### config.mk
export PLATFORM = sky130hd
export DESIGN_NAME = spiFlagSlave
export DESIGN_NICKNAME = d
export VERILOG_FILES = /design/src/rtl/spiFlagPkg.sv /design/src/rtl/spiFlagCtrl.sv /design/src/rtl/spiFlagPath.sv /design/src/rtl/spiFlagSlave.sv
export SDC_FILE = /design/constraint.sdc
export NUM_CORES = 1
export LEC_CHECK = 0
export BUFFER_PORTS_ARGS = -buffer_cell sky130_fd_sc_hd__buf_2
export CAP_MARGIN = 20
export CORE_ASPECT_RATIO = 1.75
export CORE_MARGIN = 5
export CORE_UTILIZATION = 40
export DETAILED_ROUTE_END_ITERATION = 10
export GPL_TIMING_DRIVEN = 0
export PLACE_DENSITY = 0.59
export SYNTH_ARGS = -nofsm -noshare
export SYNTH_HDL_FRONTEND = slang
export SYNTH_SLANG_ARGS = --single-unit
### constraint.sdc
create_clock -name clk -period 6.9 [get_ports clk]
set_input_delay 0.69 -clock clk [delete_from_list [all_inputs] [get_ports clk]]
set_output_delay 0.69 -clock clk [all_outputs]
set_load 0.02 [all_outputs]
### src/rtl/spiFlagPkg.sv
package spiFlagPkg;

  typedef enum logic [1:0] {
    PH_IDLE  = 2'd0,
    PH_READ  = 2'd1,
    PH_WRITE = 2'd2,
    PH_DROP  = 2'd3
  } phaseT;

  typedef struct packed {
    logic txnStart;   // accepted select fall
    logic txnRead;    // read transfer in progress
    logic txnWrite;   // write transfer in progress
    logic loadFirst;  // load head byte into tx shifter
    logic loadNext;   // load following byte at a byte boundary
    logic shiftOut;   // advance tx shifter by one bit
    logic sampleIn;   // capture one host bit
    logic byteDone;   // eighth bit of a byte captured
    logic endRead;    // select released after a read
    logic endWrite;   // select released after a write
  } strobeT;

endpackage

### src/rtl/spiFlagCtrl.sv
module spiFlagCtrl
  import spiFlagPkg::*;
#(
  parameter int DATA_W      = 8,
  parameter int SYNC_STAGES = 2
) (
  input  logic   clk,
  input  logic   rstN,
  input  logic   spiSclk,
  input  logic   spiCsN,
  input  logic   spiMosi,
  input  logic   pktAvail,
  input  logic   cmdDone,
  output strobeT strobe,
  output phaseT  phase,
  output logic   busy,
  output logic   mosiBit
);

  localparam int BIT_W = (DATA_W > 1) ? $clog2(DATA_W) : 1;
  localparam logic [BIT_W-1:0] LAST_BIT = BIT_W'(DATA_W - 1);

  logic [SYNC_STAGES-1:0] sclkSync, csSync, mosiSync;
  logic sclkDly, csDly;
  logic sclkNow, csNow;
  logic sclkRise, sclkFall, csFall, csRise;
  logic [BIT_W-1:0] bitCnt;
  logic pendLoad;
  logic active;
  phaseT phaseNext;

  // input synchronisers, select and clock idle at their inactive levels
  always_ff @(posedge clk or negedge rstN) begin
    if (!rstN) begin
      sclkSync <= '0;
      csSync   <= '1;
      mosiSync <= '0;
      sclkDly  <= 1'b0;
      csDly    <= 1'b1;
    end else begin
      sclkSync <= {sclkSync[SYNC_STAGES-2:0], spiSclk};
      csSync   <= {csSync[SYNC_STAGES-2:0], spiCsN};
      mosiSync <= {mosiSync[SYNC_STAGES-2:0], spiMosi};
      sclkDly  <= sclkSync[SYNC_STAGES-1];
      csDly    <= csSync[SYNC_STAGES-1];
    end
  end

  assign sclkNow  = sclkSync[SYNC_STAGES-1];
  assign csNow    = csSync[SYNC_STAGES-1];
  assign mosiBit  = mosiSync[SYNC_STAGES-1];
  assign sclkRise = sclkNow & ~sclkDly;
  assign sclkFall = ~sclkNow & sclkDly;
  assign csFall   = ~csNow & csDly;
  assign csRise   = csNow & ~csDly;

  assign active = (phase == PH_READ) || (phase == PH_WRITE);

  always_comb begin
    strobe           = '0;
    strobe.txnStart  = (phase == PH_IDLE) && csFall && !busy;
    strobe.txnRead   = (phase == PH_READ);
    strobe.txnWrite  = (phase == PH_WRITE);
    strobe.loadFirst = strobe.txnStart && pktAvail;
    strobe.sampleIn  = active && sclkRise;
    strobe.byteDone  = strobe.sampleIn && (bitCnt == LAST_BIT);
    strobe.loadNext  = active && sclkFall && pendLoad;
    strobe.shiftOut  = active && sclkFall && !pendLoad;
    strobe.endRead   = (phase == PH_READ) && csRise;
    strobe.endWrite  = (phase == PH_WRITE) && csRise;
  end

  always_comb begin
    phaseNext = phase;
    unique case (phase)
      PH_IDLE: begin
        if (csFall) begin
          if (busy)          phaseNext = PH_DROP;
          else if (pktAvail) phaseNext = PH_READ;
          else               phaseNext = PH_WRITE;
        end
      end
      PH_READ, PH_WRITE, PH_DROP: begin
        if (csRise) phaseNext = PH_IDLE;
      end
      default: phaseNext = PH_IDLE;
    endcase
  end

  always_ff @(posedge clk or negedge rstN) begin
    if (!rstN) begin
      phase    <= PH_IDLE;
      bitCnt   <= '0;
      pendLoad <= 1'b0;
      busy     <= 1'b0;
    end else begin
      phase <= phaseNext;

      if (strobe.txnStart) begin
        bitCnt <= '0;
      end else if (strobe.sampleIn) begin
        bitCnt <= strobe.byteDone ? '0 : bitCnt + 1'b1;
      end

      if (strobe.txnStart)       pendLoad <= 1'b0;
      else if (strobe.byteDone)  pendLoad <= 1'b1;
      else if (strobe.loadNext)  pendLoad <= 1'b0;

      if (strobe.txnStart)  busy <= 1'b1;
      else if (cmdDone)     busy <= 1'b0;
    end
  end

endmodule

### src/rtl/spiFlagPath.sv
module spiFlagPath
  import spiFlagPkg::*;
#(
  parameter int DATA_W    = 8,
  parameter int BUF_DEPTH = 16
) (
  input  logic              clk,
  input  logic              rstN,
  input  strobeT            strobe,
  input  logic              mosiBit,
  input  logic              pushValid,
  input  logic [DATA_W-1:0] pushData,
  input  logic              pushLast,
  output logic              pushReady,
  output logic              pktAvail,
  output logic [$clog2(BUF_DEPTH):0] pktCount,
  output logic              spiMiso,
  output logic              rxValid,
  output logic [DATA_W-1:0] rxByte,
  output logic              rxFrameEnd
);

  localparam int PTR_W = $clog2(BUF_DEPTH);
  localparam int CNT_W = PTR_W + 1;
  localparam logic [CNT_W-1:0] FULL_CNT = CNT_W'(BUF_DEPTH);

  // each entry: {last-of-packet tag, data byte}
  logic [DATA_W:0] bufMem [BUF_DEPTH];

  logic [CNT_W-1:0] wrPtr, rdCommit, rdSpec, fill;
  logic [DATA_W:0]  headWord, specWord;
  logic             pushAccept, pktInc, commit;
  logic [DATA_W-1:0] txShift, rxShift;
  logic             curLast, curReal, sentAll;

  assign fill       = wrPtr - rdCommit;
  assign pushReady  = (fill != FULL_CNT);
  assign pushAccept = pushValid && pushReady;
  assign pktInc     = pushAccept && pushLast;
  assign commit     = strobe.endRead && sentAll;
  assign pktAvail   = (pktCount != '0);
  assign headWord   = bufMem[rdCommit[PTR_W-1:0]];
  assign specWord   = bufMem[rdSpec[PTR_W-1:0]];
  assign spiMiso    = strobe.txnRead && txShift[DATA_W-1];

  always_ff @(posedge clk) begin
    if (pushAccept) bufMem[wrPtr[PTR_W-1:0]] <= {pushLast, pushData};
  end

  // buffer pointers and packet count
  always_ff @(posedge clk or negedge rstN) begin
    if (!rstN) begin
      wrPtr    <= '0;
      rdCommit <= '0;
      rdSpec   <= '0;
      pktCount <= '0;
    end else begin
      if (pushAccept) wrPtr <= wrPtr + 1'b1;

      if (strobe.endRead) begin
        if (sentAll) rdCommit <= rdSpec;
        else         rdSpec   <= rdCommit;
      end else if (strobe.byteDone && strobe.txnRead && curReal) begin
        rdSpec <= rdSpec + 1'b1;
      end

      unique case ({pktInc, commit})
        2'b10:   pktCount <= pktCount + 1'b1;
        2'b01:   pktCount <= pktCount - 1'b1;
        default: pktCount <= pktCount;
      endcase
    end
  end

  // transmit shifter
  always_ff @(posedge clk or negedge rstN) begin
    if (!rstN) begin
      txShift <= '0;
      curLast <= 1'b0;
      curReal <= 1'b0;
      sentAll <= 1'b0;
    end else begin
      if (strobe.loadFirst) begin
        txShift <= headWord[DATA_W-1:0];
        curLast <= headWord[DATA_W];
        curReal <= 1'b1;
        sentAll <= 1'b0;
      end else if (strobe.txnStart) begin
        txShift <= '0;
        curReal <= 1'b0;
        sentAll <= 1'b0;
      end else begin
        if (strobe.byteDone && strobe.txnRead && curReal && curLast) begin
          sentAll <= 1'b1;
        end
        if (strobe.loadNext && strobe.txnRead) begin
          if (sentAll) begin
            txShift <= '0;
            curReal <= 1'b0;
          end else begin
            txShift <= specWord[DATA_W-1:0];
            curLast <= specWord[DATA_W];
            curReal <= 1'b1;
          end
        end else if (strobe.shiftOut && strobe.txnRead) begin
          txShift <= {txShift[DATA_W-2:0], 1'b0};
        end
      end
    end
  end

  // receive shifter
  always_ff @(posedge clk or negedge rstN) begin
    if (!rstN) begin
      rxShift    <= '0;
      rxValid    <= 1'b0;
      rxByte     <= '0;
      rxFrameEnd <= 1'b0;
    end else begin
      rxValid    <= 1'b0;
      rxFrameEnd <= strobe.endWrite;
      if (strobe.txnStart) begin
        rxShift <= '0;
      end else if (strobe.sampleIn && strobe.txnWrite) begin
        rxShift <= {rxShift[DATA_W-2:0], mosiBit};
        if (strobe.byteDone) begin
          rxValid <= 1'b1;
          rxByte  <= {rxShift[DATA_W-2:0], mosiBit};
        end
      end
    end
  end

endmodule

### src/rtl/spiFlagSlave.sv
module spiFlagSlave
  import spiFlagPkg::*;
#(
  parameter int DATA_W      = 8,
  parameter int BUF_DEPTH   = 16,
  parameter int SYNC_STAGES = 2
) (
  input  logic              clk,
  input  logic              rstN,
  input  logic              cfgFlagsLow,
  input  logic              spiSclk,
  input  logic              spiCsN,
  input  logic              spiMosi,
  output logic              spiMiso,
  output logic              availFlag,
  output logic              busyFlag,
  input  logic              pushValid,
  input  logic [DATA_W-1:0] pushData,
  input  logic              pushLast,
  output logic              pushReady,
  output logic              rxValid,
  output logic [DATA_W-1:0] rxByte,
  output logic              rxFrameEnd,
  input  logic              cmdDone
);

  localparam int CNT_W = $clog2(BUF_DEPTH) + 1;

  strobeT           strobe;
  phaseT            phase;
  logic             busy;
  logic             mosiBit;
  logic             pktAvail;
  logic [CNT_W-1:0] pktCount;

  spiFlagCtrl #(
    .DATA_W      (DATA_W),
    .SYNC_STAGES (SYNC_STAGES)
  ) u_ctrl (
    .clk      (clk),
    .rstN     (rstN),
    .spiSclk  (spiSclk),
    .spiCsN   (spiCsN),
    .spiMosi  (spiMosi),
    .pktAvail (pktAvail),
    .cmdDone  (cmdDone),
    .strobe   (strobe),
    .phase    (phase),
    .busy     (busy),
    .mosiBit  (mosiBit)
  );

  spiFlagPath #(
    .DATA_W    (DATA_W),
    .BUF_DEPTH (BUF_DEPTH)
  ) u_path (
    .clk        (clk),
    .rstN       (rstN),
    .strobe     (strobe),
    .mosiBit    (mosiBit),
    .pushValid  (pushValid),
    .pushData   (pushData),
    .pushLast   (pushLast),
    .pushReady  (pushReady),
    .pktAvail   (pktAvail),
    .pktCount   (pktCount),
    .spiMiso    (spiMiso),
    .rxValid    (rxValid),
    .rxByte     (rxByte),
    .rxFrameEnd (rxFrameEnd)
  );

  assign availFlag = pktAvail ^ cfgFlagsLow;
  assign busyFlag  = busy ^ cfgFlagsLow;

endmodule

Yosys cells after proc, flatten, opt, wreduce, memory -nomap -nowiden
Memory sizes are Yosys's and may differ from the RTL's.
Cells that the tools add are included.
Storage, ports and cells
  output and inout bits: 14
  logic and storage cells: 129
  register bits: 63
  RAM bits: 144
  input port bits: 17
  ROM bits: 0
  memories kept: 1
  bits in latches: 0
Operators by class
  divide/modulo/power cells: 0
  multiply operators: 0
  multiplexer cells: 40
  equal/unequal tests: 11
  magnitude comparators: 0
  shift operators: 0
  reductions and logical operators: 39
  $add $sub $neg: 6
  bitwise operators: 11
Memory list
  u_path.bufMem: depth 16, bits a word 9, rd ports 2, clocked after Yosys merged registers in 0, wr ports 1, line spiFlagPath.sv:28  | logic [DATA_W:0] bufMem [BUF_DEPTH];
Operator list (count)
  8-bit 2-to-1 mux: 5
  1-bit 2-to-1 mux: 21
  1-bit logical AND: 20
  5-bit by 1-bit adder with 5-bit output (second input constant): 3
  5-bit 2-to-1 mux: 3
  7-bit 2-to-1 mux: 2
  2-bit nonzero test: 6
  5-bit one-hot mux with 2 select lines: 1
  3-bit 2-to-1 mux: 3
  3-bit nonzero test: 3
  2-bit 2-to-1 mux: 4
  2-bit == test (second input constant): 3
  3-bit AND reduction: 2
  5-bit inequality test (second input constant): 1
  1-bit NOT: 5
  5-bit nonzero test: 1
  5-bit by 1-bit subtractor with 5-bit output (second input constant): 1
  5-bit subtractor: 1
  1-bit bitwise AND: 4
  2-bit by 1-bit == test with 1-bit output (second input constant): 2
  2-bit by 1-bit inequality test with 1-bit output (second input constant): 2
  2-bit inequality test (second input constant): 2
  2-bit one-hot mux with 2 select lines: 1
  4-bit nonzero test: 1
  8 further kinds: 10

Depth between registers and ports, before layout
  depth after elaboration: 10
  gate-level depth with buffers: 19

Cells and area by module
Synthesis repeated with hierarchy kept, for this count alone.
Unflattened totals
  cell total of the unflattened synthesis: 697
  area total of the unflattened synthesis: 10052.1 µm²
Modules (own cells, without submodules)
  spiFlagPath: seq. area each 5525.3 µm², area an instance 9355.2 µm², times used 1, cells each 639
  spiFlagCtrl: seq. area each 379.1 µm², area an instance 679.4 µm², times used 1, cells each 56
  spiFlagSlave: seq. area each 0.0 µm², area an instance 17.5 µm², times used 1, cells each 2

Worst setup path after synthesis
Ideal clock, no wire load.
  path kind: register to register
  start: reg u_path.rdCommit[1]
  end: reg u_path.pktCount[4]
  arrival: 3.959 ns
  path buffers: 3
  cell stages (with the launch flop): 20
  required time: 6.821 ns
  path slack: 2.861 ns
  setup time: 0.079 ns
  path through: dfrtp_1 -> clkbuf_1 -> buf_2 -> inv_1 -> ha_1 -> nor2b_1 -> o21a_1 -> o211a_1 -> o2111ai_2 -> nand3_1 -> ha_1 -> clkbuf_1 -> xor2_1 -> ha_1 -> o21a_1 -> o21ai_0 -> o21bai_1 -> xnor2_1 -> nor2_1 -> xor2_1
Between the ends
  cells in the longest elaborated chain, start to end: 6
RTL lines
  start: declaration: line spiFlagPath.sv:30  | logic [CNT_W-1:0] wrPtr, rdCommit, rdSpec, fill;
  start signal: assignment: line spiFlagPath.sv:61  | if (sentAll) rdCommit <= rdSpec;
  5-bit subtractor *: line spiFlagPath.sv:36  | assign fill = wrPtr - rdCommit;
  5-bit inequality test *: line spiFlagPath.sv:37  | assign pushReady = (fill != FULL_CNT);
  via pushReady: line spiFlagSlave.sv:20  | output logic pushReady,
  1-bit logical AND *: line spiFlagPath.sv:38  | assign pushAccept = pushValid && pushReady;
  1-bit logical AND *: line spiFlagPath.sv:39  | assign pktInc = pushAccept && pushLast;
  2-bit by 1-bit == test with 1-bit output or 2-bit == test (tied branches): line spiFlagPath.sv:67  | unique case ({pktInc, commit})
  5-bit one-hot mux with 2 select lines or 2-bit nonzero test (tied branches)
  end signal: assignment: line spiFlagPath.sv:68  | 2'b10: pktCount <= pktCount + 1'b1;
  end signal: assignment: line spiFlagPath.sv:69  | 2'b01: pktCount <= pktCount - 1'b1;
  end signal: assignment: line spiFlagPath.sv:70  | default: pktCount <= pktCount;
  end: declaration: line spiFlagPath.sv:16  | output logic [$clog2(BUF_DEPTH):0] pktCount,
Mark *: on every way through the listed nets, which the timed path passes. The rest lies on a longest branch.
A chain may end at the register's enable or synchronous reset.

Worst setup path after layout
  start: reg u_path.rdCommit[1]
  end: reg u_path.pktCount[4]
Between the ends
  cells in the longest elaborated chain, start to end: 6
RTL lines (line)
  5-bit subtractor *: spiFlagPath.sv:36
  5-bit inequality test *: spiFlagPath.sv:37
  1-bit logical AND *: spiFlagPath.sv:38
  1-bit logical AND *: spiFlagPath.sv:39
  2-bit by 1-bit == test with 1-bit output or 2-bit == test (tied branches): spiFlagPath.sv:67
  5-bit one-hot mux with 2 select lines or 2-bit nonzero test (tied branches)
Every way passes the cells marked *; elsewhere a longest branch is shown, timed or not.

==> qor_table.md <==
| Metric | This run |
|---|---|
| Final-report setup violation count | 0 |
| Number of port buffers | 29 |
| Fraction of final layout cells with drive strength greater than 1 | 0.251 |
| Count of mapped cells out of synthesis | 645 |
| Path type of the worst setup path | flop to flop |
| Initial antenna violation count | 1 |
| Data arrival, critical path | 5560 ps |
| Number of clock buffers inserted by TritonCTS | 20 |
| Slew of the pin with the lowest slew margin | 939 ps |
| Total Neg Setup Slack | 0 ps |
| Post-layout net count | 747 |
| Total of max-cap violations | 0 |
| Worst reg2reg path endpoint | u_path.pktCount[4]$_DFFE_PN0P_ |
| Post CTS Setup Buffer Count | 0 |
| Area leader, netlist | sky130_fd_sc_hd__edfxtp_1 |
| CP max-delay cell | sky130_fd_sc_hd__clkbuf_1 |
| Endpoint required time on the critical path | 7320 ps |
| Slack of the worst reg-to-reg path | 1760 ps |
| Final ANT Viol Nets | 0 |
| Detailed-placement wirelength estimate | 19000 microns |
| Number of buffers inserted for hold repair after clock tree synthesis | 0 |
| Total gr overflow | 0 |
| Worst r2r src | u_path.rdCommit[1]$_DFFE_PN0P_ |
| Final cell utilization of the core | 0.461 |
| P per Cell Area | 353 nW/um^2 |
| Worst Reg-to-Reg Cells | 19 |
| Total leakage power | 3.96 nW |
| Latest clock arrival within the worst-skew pair | 500 ps |
| Sequential-to-total area share from yosys stat | 0.606 |
| TritonCTS sink count | 207 |
| Final wirelength | 26100 microns |
| Cell mode on critical path | sky130_fd_sc_hd__ha_1 |
| Relative max-transition margin | 0.374 |
| Cell with the most instances after synthesis | sky130_fd_sc_hd__edfxtp_1 |
| Placed instance count | 997 |
| Max Root-Sink Buffers | 3 |
| Status | completed |
| CTS tree | yes |
| Worst setup path startpoint | u_path.rdCommit[1]$_DFFE_PN0P_ |
| Largest stage delay on the critical path | 650 ps |
| Final critical-path required period | 5140 ps |
| Gates resized, CTS repair | 0 |
| Final weighted congestion in routability-driven placement | 0.835 |
| F_max | 0.195 GHz |
| Path type of the worst min-delay path | input pin to async pin |
| Setup repair after global routing missed its margin | false |
| First-pass GRT wire length | 39300 microns |
| CTS HTree Levels | 1 |
| Tot GR Track Use | 0.190 |
| Overall power consumption | 3.90 mW |
| Distinct cell type count after synthesis | 54 |
| Die width | 128 microns |
| Core Region | 24000 sq um |
| EDFF count, synth | 144 |
| Starting utilization of the core area | 0.406 |
| Count of yosys warnings during synthesis | 0 |
| Cell at the root of the clock tree | sky130_fd_sc_hd__clkbuf_16 |
| Final std cells w/o fill | 1032 |
| Routed vias | 6056 |
| First-pass iteration count of the detailed router | 5 |
| Synthesized area | 9750 sq um |
| Element type at the critical path start | flop |
| Number of I/O pins | 31 |
| Flip-flop cell with the highest count after synthesis | sky130_fd_sc_hd__edfxtp_1 |
| FFs w/ async S/R, synth | 0.304 |
| Hold slack | 252 ps |
| Count of standard-cell rows | 75 |
| Clock-pin slew of the registers on the worst-case setup and hold paths | 70 ps |
| Layout Skew | 7.97 ps |
| Die boundary height | 217 microns |
| Pin count of the biggest net entering global routing | 64 |
| Ranking of synthesized cells by instance count | sky130_fd_sc_hd__edfxtp_1 (144), sky130_fd_sc_hd__mux4_2 (76), sky130_fd_sc_hd__nand2_1 (70) |
| Synthesized area divided by synthesized cell count | 15.1 sq um |
| Maximum fanout along the worst path | 10 |
| Vias in the first global route | 6433 |
| Cells traversed along the worst timing path | clkbuf_1, buf_2, inv_1, ha_1, nor2b_1, o21a_1, o211a_1, o2111ai_2, nand3_1, ha_1, clkbuf_1, xor2_1, ha_1, o21a_1, o21ai_0, o21bai_1, xnor2_1, nor2_1, xor2_1 |
| Flops & latches, synth | 207 |
| Critical Path End | u_path.pktCount[4]$_DFFE_PN0P_ |
| Max IR drop VDD | 0.167 mV |
| Number of inserted diodes | 0 |
| Max Slew Vio Count | 0 |
| Crit path capture type | flop |
| Iteration-0 DRC count of the detailed router | 536 |
| Net count after synthesis | 681 |
| Count of endpoints failing hold in the final timing report | 0 |
| Layout Area Growth over Synthesis | 13.6% |
| Number of DRC violations after detailed routing | 0 |
| Top area cells in the synthesized netlist | sky130_fd_sc_hd__edfxtp_1 (44%), sky130_fd_sc_hd__mux4_2 (18%), sky130_fd_sc_hd__dfrtp_1 (15%), sky130_fd_sc_hd__nand2_1 (2.7%), sky130_fd_sc_hd__ha_1 (2.4%) |
| Average detailed-routed wire length per instance | 25.3 microns |
| Area share of the leading cell type in the synthesized netlist | 0.444 |
| Total Die Area | 27700 sq um |
| Post-route clock period utilization | 0.744 |
| Vias per std cell | 5.87 |
## logic make-up after synthesis
kind of cell               after synthesis  share of synthesized area
AOI/OAI and AO/OA                       81                     0.0530
xor gates and xnor gates                16                     0.0144
adders and majority gates               19                     0.0244
buffers and inverters                   50                     0.0217
DFF                                    207                      0.606
muxes                                   89                      0.190
and+or+nand+nor                        183                     0.0911
## layout make-up
class                           count  area (sq um)
Fill cell                        2111         12900
Sequential cell                   207          5900
Multi-Input combinational cell    388          3650
Clock buffer                       24           537
Tap cell                          308           385
Timing Repair Buffer               44           294
Buffer                             36           159
Clock inverter                     11          90.1
Inverter                           14          52.6
## critical path, delay by kind of cell, from the launching register on
| family | cells | cell delay (ps) |
|---|---|---|
| buffers and inverters | 4 | 1660 |
| AOI/OAI and AO/OA | 6 | 1180 |
| adders and majority gates | 3 | 880 |
| and+or+nand+nor | 3 | 500 |
| xor gates and xnor gates | 3 | 500 |
| DFF | 1 | 320 |
## sequential cells by signal, summed over array words and instances, names as in the netlist
signal,count
u_ctrl.bitCnt,3
u_ctrl.busy,1
u_ctrl.csDly,1
u_ctrl.csSync,2
u_ctrl.mosiSync,2
u_ctrl.pendLoad,1
u_ctrl.phase,2
u_ctrl.sclkDly,1
u_ctrl.sclkSync,2
u_path.bufMem,144
u_path.curLast,1
u_path.curReal,1
u_path.pktCount,5
u_path.rdCommit,5
u_path.rdSpec,5
u_path.rxByte,8
u_path.rxFrameEnd,1
u_path.rxShift,7
u_path.rxValid,1
u_path.sentAll,1
u_path.txShift,8
u_path.wrPtr,5
## power breakdown
part	total (mW)	switching, mW	internal, mW
Combinational	1.21	0.694	0.513
Clock	1.06	0.467	0.597
Sequential	1.63	0.114	1.52
Total	3.90	1.27	2.63
## through the flow
stage                     setup WS (ps)  area, sq um
after floorplan                    2860         9750
after global placement             1540        10300
after detailed placement           1780        10400
after CTS                          1780        11100
after global routing               1420        11100
final                              1760        11100
## placed cells by master, fill, tap and decap left out, types with 4 or more instances in the layout
cell type                     n
sky130_fd_sc_hd__buf_1        5
sky130_fd_sc_hd__o21ai_0      9
sky130_fd_sc_hd__nor3b_1      6
sky130_fd_sc_hd__nor2b_1      7
sky130_fd_sc_hd__nand3_1     19
sky130_fd_sc_hd__ha_1        19
sky130_fd_sc_hd__inv_1       12
sky130_fd_sc_hd__o211ai_1     5
sky130_fd_sc_hd__nor3_2       4
sky130_fd_sc_hd__buf_4       10
sky130_fd_sc_hd__clkbuf_16   21
sky130_fd_sc_hd__clkinv_1     4
sky130_fd_sc_hd__buf_6        9
sky130_fd_sc_hd__nand2b_1     8
sky130_fd_sc_hd__xor2_1       8
sky130_fd_sc_hd__buf_2       38
sky130_fd_sc_hd__mux2_2       5
sky130_fd_sc_hd__dfrtp_1     60
sky130_fd_sc_hd__a211oi_1     4
sky130_fd_sc_hd__mux4_2      76
sky130_fd_sc_hd__a21oi_1     30
sky130_fd_sc_hd__xnor2_1      8
sky130_fd_sc_hd__nor3_1       8
sky130_fd_sc_hd__nor2_1      35
sky130_fd_sc_hd__edfxtp_1   144
sky130_fd_sc_hd__o22ai_1     14
sky130_fd_sc_hd__clkbuf_1    21
sky130_fd_sc_hd__mux2i_1      8
sky130_fd_sc_hd__nand2_1     70
sky130_fd_sc_hd__or4_1        4
## per-layer routing
layer	routed length, microns	GRT usage	share of wire
met5	13	0	0.00050
met3	1390	0.0237	0.053
met1	8520	0.196	0.33
met4	1440	0.0953	0.055
met2	14700	0.365	0.56
## how the worst min path moves through the flow
stage | to | cells after the start | slack (ps) | startpoint
2_1_floorplan | u_ctrl.mosiSync[1]$_DFF_PN0_ | 0 | 330 | u_ctrl.mosiSync[0]$_DFF_PN0_
3_3_place_gp | u_ctrl.mosiSync[1]$_DFF_PN0_ | 0 | 330 | u_ctrl.mosiSync[0]$_DFF_PN0_
3_5_place_dp | u_ctrl.mosiSync[1]$_DFF_PN0_ | 0 | 330 | u_ctrl.mosiSync[0]$_DFF_PN0_
4_1_cts | u_ctrl.sclkSync[0]$_DFF_PN0_ | 1 | 280 | spiSclk
5_1_grt | u_ctrl.mosiSync[0]$_DFF_PN0_ | 1 | 280 | spiMosi
6_report | u_path.wrPtr[4]$_DFFE_PN0P_ | 1 | 250 | rstN
No activity file was read; power rests on OpenSTA's default activity.
